[src/rtl/sdclk_pkg.sv]
package sdclk_pkg;
  localparam int DATA_W   = 16;
  localparam int SEL_W    = 8;
  localparam int ENA_BIT  = 8;
  localparam int WAIT_BIT = 8;
  localparam int NARROW_BIT = 15;

  localparam logic [8:0] OFF_CLKCTL = 9'h024;
  localparam logic [8:0] OFF_BUSOPT = 9'h028;
  localparam logic [8:0] OFF_WAIT   = 9'h138;
  localparam logic [8:0] OFF_SDRST  = 9'h0e0;
  localparam logic [8:0] OFF_IORST  = 9'h1e0;

  localparam logic [SEL_W-1:0]  SEL_RESET = 8'h80;
  localparam logic [DATA_W-1:0] OPT_RESET = 16'h80e0;

  typedef struct packed {
    logic [SEL_W-1:0]  sel;
    logic              clk_en;
    logic              wait_en;
    logic [DATA_W-1:0] opt;
    logic              sd_rel;
    logic              io_rel;
  } ctl_state_t;
endpackage

[src/rtl/sdclk_regs.sv]
module sdclk_regs
  import sdclk_pkg::*;
#(
  parameter int ADDR_W = 9
) (
  input  logic              clk,
  input  logic              rst_n,
  input  logic              wr_i,
  input  logic [ADDR_W-1:0] addr_i,
  input  logic [DATA_W-1:0] wdata_i,
  output logic [DATA_W-1:0] rdata_o,
  output ctl_state_t        st_o
);
  localparam logic [ADDR_W-1:0] A_CLK = ADDR_W'(OFF_CLKCTL);
  localparam logic [ADDR_W-1:0] A_OPT = ADDR_W'(OFF_BUSOPT);
  localparam logic [ADDR_W-1:0] A_WT  = ADDR_W'(OFF_WAIT);
  localparam logic [ADDR_W-1:0] A_SD  = ADDR_W'(OFF_SDRST);
  localparam logic [ADDR_W-1:0] A_IO  = ADDR_W'(OFF_IORST);

  ctl_state_t st_q;

  always_ff @(posedge clk or negedge rst_n) begin
    if (!rst_n) begin
      st_q.sel     <= SEL_RESET;
      st_q.clk_en  <= 1'b0;
      st_q.wait_en <= 1'b0;
      st_q.opt     <= OPT_RESET;
      st_q.sd_rel  <= 1'b0;
      st_q.io_rel  <= 1'b0;
    end else if (wr_i) begin
      if (addr_i == A_CLK) begin
        st_q.sel    <= wdata_i[SEL_W-1:0];
        st_q.clk_en <= wdata_i[ENA_BIT];
      end
      if (addr_i == A_OPT) st_q.opt     <= wdata_i;
      if (addr_i == A_WT)  st_q.wait_en <= wdata_i[WAIT_BIT];
      if (addr_i == A_SD)  st_q.sd_rel  <= wdata_i[0];
      if (addr_i == A_IO)  st_q.io_rel  <= wdata_i[0];
    end
  end

  always_comb begin
    rdata_o = '0;
    if (addr_i == A_CLK) begin
      rdata_o[SEL_W-1:0] = st_q.sel;
      rdata_o[ENA_BIT]   = st_q.clk_en;
    end
    if (addr_i == A_OPT) rdata_o = st_q.opt;
    if (addr_i == A_WT)  rdata_o[WAIT_BIT] = st_q.wait_en;
    if (addr_i == A_SD)  rdata_o[0] = st_q.sd_rel;
    if (addr_i == A_IO)  rdata_o[0] = st_q.io_rel;
  end

  assign st_o = st_q;
endmodule

[src/rtl/sdclk_div.sv]
module sdclk_div
  import sdclk_pkg::*;
#(
  parameter int SW = SEL_W
) (
  input  logic          clk,
  input  logic          rst_n,
  input  logic [SW-1:0] sel_i,
  input  logic          run_i,
  output logic          card_clk_o,
  output logic          upd_o,
  output logic          act_run_o,
  output logic [SW:0]   act_half_o
);
  localparam int CNT_W = SW + 1;

  // Half period in host cycles; the highest set bit wins because later
  // iterations overwrite earlier ones.
  function automatic logic [CNT_W-1:0] half_len(input logic [SW-1:0] s);
    logic [CNT_W-1:0] h;
    h = CNT_W'(1);
    for (int i = 0; i < SW; i++) begin
      if (s[i]) h = CNT_W'(1) << (i + 1);
    end
    return h;
  endfunction

  logic [SW-1:0]    act_sel_q;
  logic             act_run_q;
  logic [CNT_W-1:0] cnt_q;
  logic             cclk_q;
  logic [CNT_W-1:0] act_half;
  logic             phase_end;
  logic             upd;

  assign act_half  = half_len(act_sel_q);
  assign phase_end = (cnt_q == act_half - CNT_W'(1));
  // Settings are loaded only while the output is low: at the last cycle of
  // a running low phase, or at any cycle once stopped.
  assign upd       = !cclk_q && (!act_run_q || phase_end);

  always_ff @(posedge clk or negedge rst_n) begin
    if (!rst_n) begin
      act_sel_q <= '0;
      act_run_q <= 1'b0;
      cnt_q     <= '0;
      cclk_q    <= 1'b0;
    end else if (upd) begin
      act_sel_q <= sel_i;
      act_run_q <= run_i;
      cnt_q     <= '0;
      cclk_q    <= run_i;
    end else if (cclk_q && phase_end) begin
      cclk_q <= 1'b0;
      cnt_q  <= '0;
    end else begin
      cnt_q <= cnt_q + CNT_W'(1);
    end
  end

  assign card_clk_o = cclk_q;
  assign upd_o      = upd;
  assign act_run_o  = act_run_q;
  assign act_half_o = act_half;
endmodule

[src/rtl/sdclk_gen.sv]
module sdclk_gen
  import sdclk_pkg::*;
#(
  parameter int ADDR_W = 9
) (
  input  logic              clk,
  input  logic              rst_n,
  input  logic              bus_wr,
  input  logic [ADDR_W-1:0] bus_addr,
  input  logic [15:0]       bus_wdata,
  output logic [15:0]       bus_rdata,
  output logic              card_clk,
  output logic              ext_div_sel,
  output logic              bus_1bit,
  output logic              sd_rst_n,
  output logic              sdio_rst_n
);
  ctl_state_t     st;
  logic           run_req;
  logic           upd_evt;
  logic           act_run;
  logic [SEL_W:0] act_half;

  sdclk_regs #(.ADDR_W(ADDR_W)) u_regs (
    .clk     (clk),
    .rst_n   (rst_n),
    .wr_i    (bus_wr),
    .addr_i  (bus_addr),
    .wdata_i (bus_wdata),
    .rdata_o (bus_rdata),
    .st_o    (st)
  );

  // Both gates must be open: the clock enable and the clock-and-wait bit.
  assign run_req = st.clk_en & st.wait_en;

  sdclk_div #(.SW(SEL_W)) u_div (
    .clk        (clk),
    .rst_n      (rst_n),
    .sel_i      (st.sel),
    .run_i      (run_req),
    .card_clk_o (card_clk),
    .upd_o      (upd_evt),
    .act_run_o  (act_run),
    .act_half_o (act_half)
  );

  assign ext_div_sel = (st.sel == '0);
  assign bus_1bit    = st.opt[NARROW_BIT];
  assign sd_rst_n    = st.sd_rel;
  assign sdio_rst_n  = st.io_rel;
endmodule

[config.mk]
export PLATFORM = sky130hd
export DESIGN_NAME = sdclk_gen
export DESIGN_NICKNAME = d
export VERILOG_FILES = /design/src/rtl/sdclk_pkg.sv /design/src/rtl/sdclk_regs.sv /design/src/rtl/sdclk_div.sv /design/src/rtl/sdclk_gen.sv
export SDC_FILE = /design/constraint.sdc
export NUM_CORES = 1
export LEC_CHECK = 0
export ABC_CLOCK_PERIOD_IN_PS = 7200
export BUFFER_PORTS_ARGS = -buffer_cell sky130_fd_sc_hd__buf_2
export CAP_MARGIN = 20
export CORE_UTILIZATION = 40
export CTS_BUF_LIST = sky130_fd_sc_hd__clkbuf_16
export DETAILED_ROUTE_END_ITERATION = 10
export PLACE_DENSITY = 0.72
export REMOVE_ABC_BUFFERS = 1
export SLEW_MARGIN = 15
export SYNTH_ARGS = -nofsm -noshare
export SYNTH_HDL_FRONTEND = slang
export SYNTH_SLANG_ARGS = --single-unit
[constraint.sdc]
create_clock -name clk -period 7.2 [get_ports clk]
set_input_delay 0.36 -clock clk [delete_from_list [all_inputs] [get_ports clk]]
set_output_delay 0.36 -clock clk [all_outputs]
set_load 0.02 [all_outputs]
==> results_dict.tcl <==
set metrics [dict create \
    grt_pass1_vias 1701 \
    num_antenna_cells 0 \
    cts_tree "done" \
    max_freq_mhz 276 \
    leakage_nw 1.43 \
    cp_max_fo 9 \
    top_layer "met4" \
    critPathBufInv 0 \
    port-buffer-count 48 \
    crit_start "u_div.act_sel_q[5]$_DFFE_PN0P_" \
    hold_viol 0 \
    syn_area_per_cell_um2 11.8 \
    required_ns 7.37 \
    min_from "bus_wdata[12]" \
    drive_above_1_share 0.421 \
    route.detailed.drc 0 \
    start_kind "flop" \
    synth_edf_count 0 \
    rr_endpoint "u_div.act_sel_q[1]$_DFFE_PN0P_" \
    grt_pass1_wl_um 8020 \
    post-cts-setup-buffers 0 \
    fin_worst_skew_ns 0.00785 \
    initial_core_util 0.422 \
    crit_type "reg2reg" \
    coreArea_um2 5610 \
    die_area_um2 6230 \
    setup_viol 0 \
    die_h_um 79.0 \
    synth-async-reset-ratio 1.00 \
    worst_pin_slew_ns 0.974 \
    die_width_um 79.0 \
    via_per_inst 5.18 \
    cp_top_family "simple AND/OR/NAND/NOR gates" \
    overflow 0 \
    slew_violations 0 \
    end_kind "flop" \
    status "complete, no violations" \
    syn-cell-area_um2 2370 \
    wl_met1_um 2170 \
    hold_slack_ns 0.304 \
    powerDensity_nw_per_um2 199 \
    antenna_found_initial 0 \
    rrSetupSlack_ns 3.58 \
    grt_max_degree 48 \
    arrival_ns 3.79 \
    mostFrequentLayoutCells "buf_2 (48), dfrtp_1 (42), mux2_2 (35)" \
    fin_crit_sh 0.503 \
    place.gp.congestion 0.815 \
    min_period_ns 3.62 \
    clk_pin_slew_ns 0.07 \
    route.met2.wl_um 2190 \
    setup-tns-final_ns 0 \
    hold_path_class "in2reg" \
    routedWlPerCell_um 14.2 \
    cts_root_buf "clkbuf_16" \
    ys_ff_latch 47 \
    track_usage 0.165 \
    crit_chain "or3_1 > nor3_1 > nand3_1 > ha_1 > nor2b_1 > a211oi_1 > xor2_1 > o2111ai_2 > o31ai_4 > mux2_2" \
    synth_cells 201 \
    yosys_warnings 0 \
    nNetsFinal 283 \
    first_iter_violations 61 \
    final_common_cell "buf_2" \
    io_pins 49 \
    path_depth 10 \
    num_vias 1689 \
    worstRegToRegCells 10 \
    dp_hpwl_um 3270 \
    row_count 27 \
    ys_seq_area_frac 0.499 \
    slew-limit-headroom 0.345 \
    syn2layout_area_growth_pct 20.7 \
    reg2reg_from "u_div.act_sel_q[5]$_DFFE_PN0P_" \
    clkSinkCount 47 \
    critPathMaxStageDelay_ns 0.48 \
    critPathCapture "u_div.act_sel_q[1]$_DFFE_PN0P_" \
    firstDrtPassIters 4 \
    worst_ir_drop_vdd_mv 0.132 \
    wl_um 4630 \
    postRouteAntennaNets 0 \
    cts_buffers 5 \
    clock_latency_ns 0.29 \
    fillers 522 \
    wl_met3_um 178 \
    cts.htree.levels 2 \
    synth_flop_cell "dfrtp_1" \
    ys_types 43 \
    cp_slowest_cell "or3_1" \
    cap_violations 0 \
    rsz0062_at_grt "false" \
    clock_path_buffers 2 \
]
==> what timing repair did <==
| action | 4_1_cts | 5_1_grt |
|---|---|---|
| endpoints found under the hold margin | 0 | 13 |
| hold buffers | 0 | 1 |
| resized for setup | 0 | 0 |
| endpoints found under the setup margin | 0 | 0 |
==> routing by layer <==
| metal | track usage | vias to the layer above |
|---|---|---|
| li1 | - | 832 |
| met1 | 0.212 | 808 |
| met2 | 0.270 | 43 |
| met3 | 0.0299 | 6 |
| met4 | 0.0727 | 0 |
| met5 | 0 | - |
==> worst min-delay path by stage <==
stage	end	slack [ns]	depth (start not counted)
6_report	u_regs.st_o[14]$_DFFE_PN0P_	0.30	2
3_3_place_gp	u_regs.st_o[16]$_DFFE_PN0P_	0.48	1
5_1_grt	u_regs.st_o[13]$_DFFE_PN0P_	0.30	2
4_1_cts	u_regs.st_o[25]$_DFFE_PN0P_	0.30	1
2_1_floorplan	u_div.act_run_o$_DFFE_PN0P_	0.06	0
3_5_place_dp	u_regs.st_o[14]$_DFFE_PN0P_	0.49	1
==> where the power goes <==
part	internal, mW	total [mW]	switching [mW]	leakage [nW]
combinational	0.0269	0.0631	0.0362	0.720
sequential	0.270	0.275	0.00475	0.636
clock	0.130	0.232	0.102	0.0742
==> cells by family (layout without fill, tap and decap cells) <==
logic type,after synthesis,after routing,synth area share
buffers and inverters,7,60,0.0121
flip-flops,47,47,0.499
adder cells (fa/ha/maj),2,2,0.0106
AO/OA/AOI/OAI,26,26,0.0919
AND/OR/NAND/NOR,69,69,0.164
XOR/XNOR,14,14,0.0518
multiplexers,36,36,0.171
==> through the flow <==
stage / util / power, mW / std cells / worst slack, ns / cell area (µm²)
3_5_place_dp: 0.478 / 0.341 / 316 / 3.64 / 2680
4_1_cts: 0.504 / 0.572 / 324 / 3.61 / 2830
3_3_place_gp: 0.478 / 0.339 / 316 / 3.77 / 2680
6_report: 0.510 / 0.570 / 326 / 3.58 / 2860
5_1_grt: 0.510 / 0.594 / 326 / 3.25 / 2860
2_1_floorplan: - / 0.317 / 195 / 4.01 / 2340
==> worst reg2reg max path: stages (launching register included) <==
cell       delay [ns]
dfrtp_1          0.42
or3_1            0.48
nor3_1           0.39
nand3_1          0.14
ha_1             0.32
nor2b_1          0.18
a211oi_1         0.27
xor2_1           0.23
o2111ai_2        0.22
o31ai_4          0.46
mux2_2           0.39
==> registers in the layout, indices dropped and copies added (netlist names) <==
name	flops
u_regs.st_o	28
u_div.act_sel_q	8
u_div.act_run_o	1
u_div.cnt_q	9
u_div.card_clk_o	1
==> cell type report <==
class | instances | area [µm²] | area share
flip-flops and latches | 47 | 1180 | 0.414
multi-input cells | 147 | 1160 | 0.405
repair buffers | 51 | 278 | 0.0972
clock buffers | 5 | 125 | 0.0438
well taps | 72 | 90.1 | 0.0315
clock inverters | 3 | 22.5 | 0.00788
inverters | 1 | 3.75 | 0.00131
==> synthesized netlist by cell type (3+ instances only) <==
cell type	number	area share
dfrtp_1	42	0.44
mux2_2	35	0.17
nor2_1	14	0.022
nand2_1	13	0.021
xor2_1	11	0.041
and2_1	8	0.021
a22o_1	7	0.026
nor3_1	7	0.015
dfstp_2	5	0.055
nand3_1	5	0.011
clkbuf_1	4	0.0063
o21a_1	4	0.013
xnor2_1	3	0.011
Power figures use the tool's default switching activity.
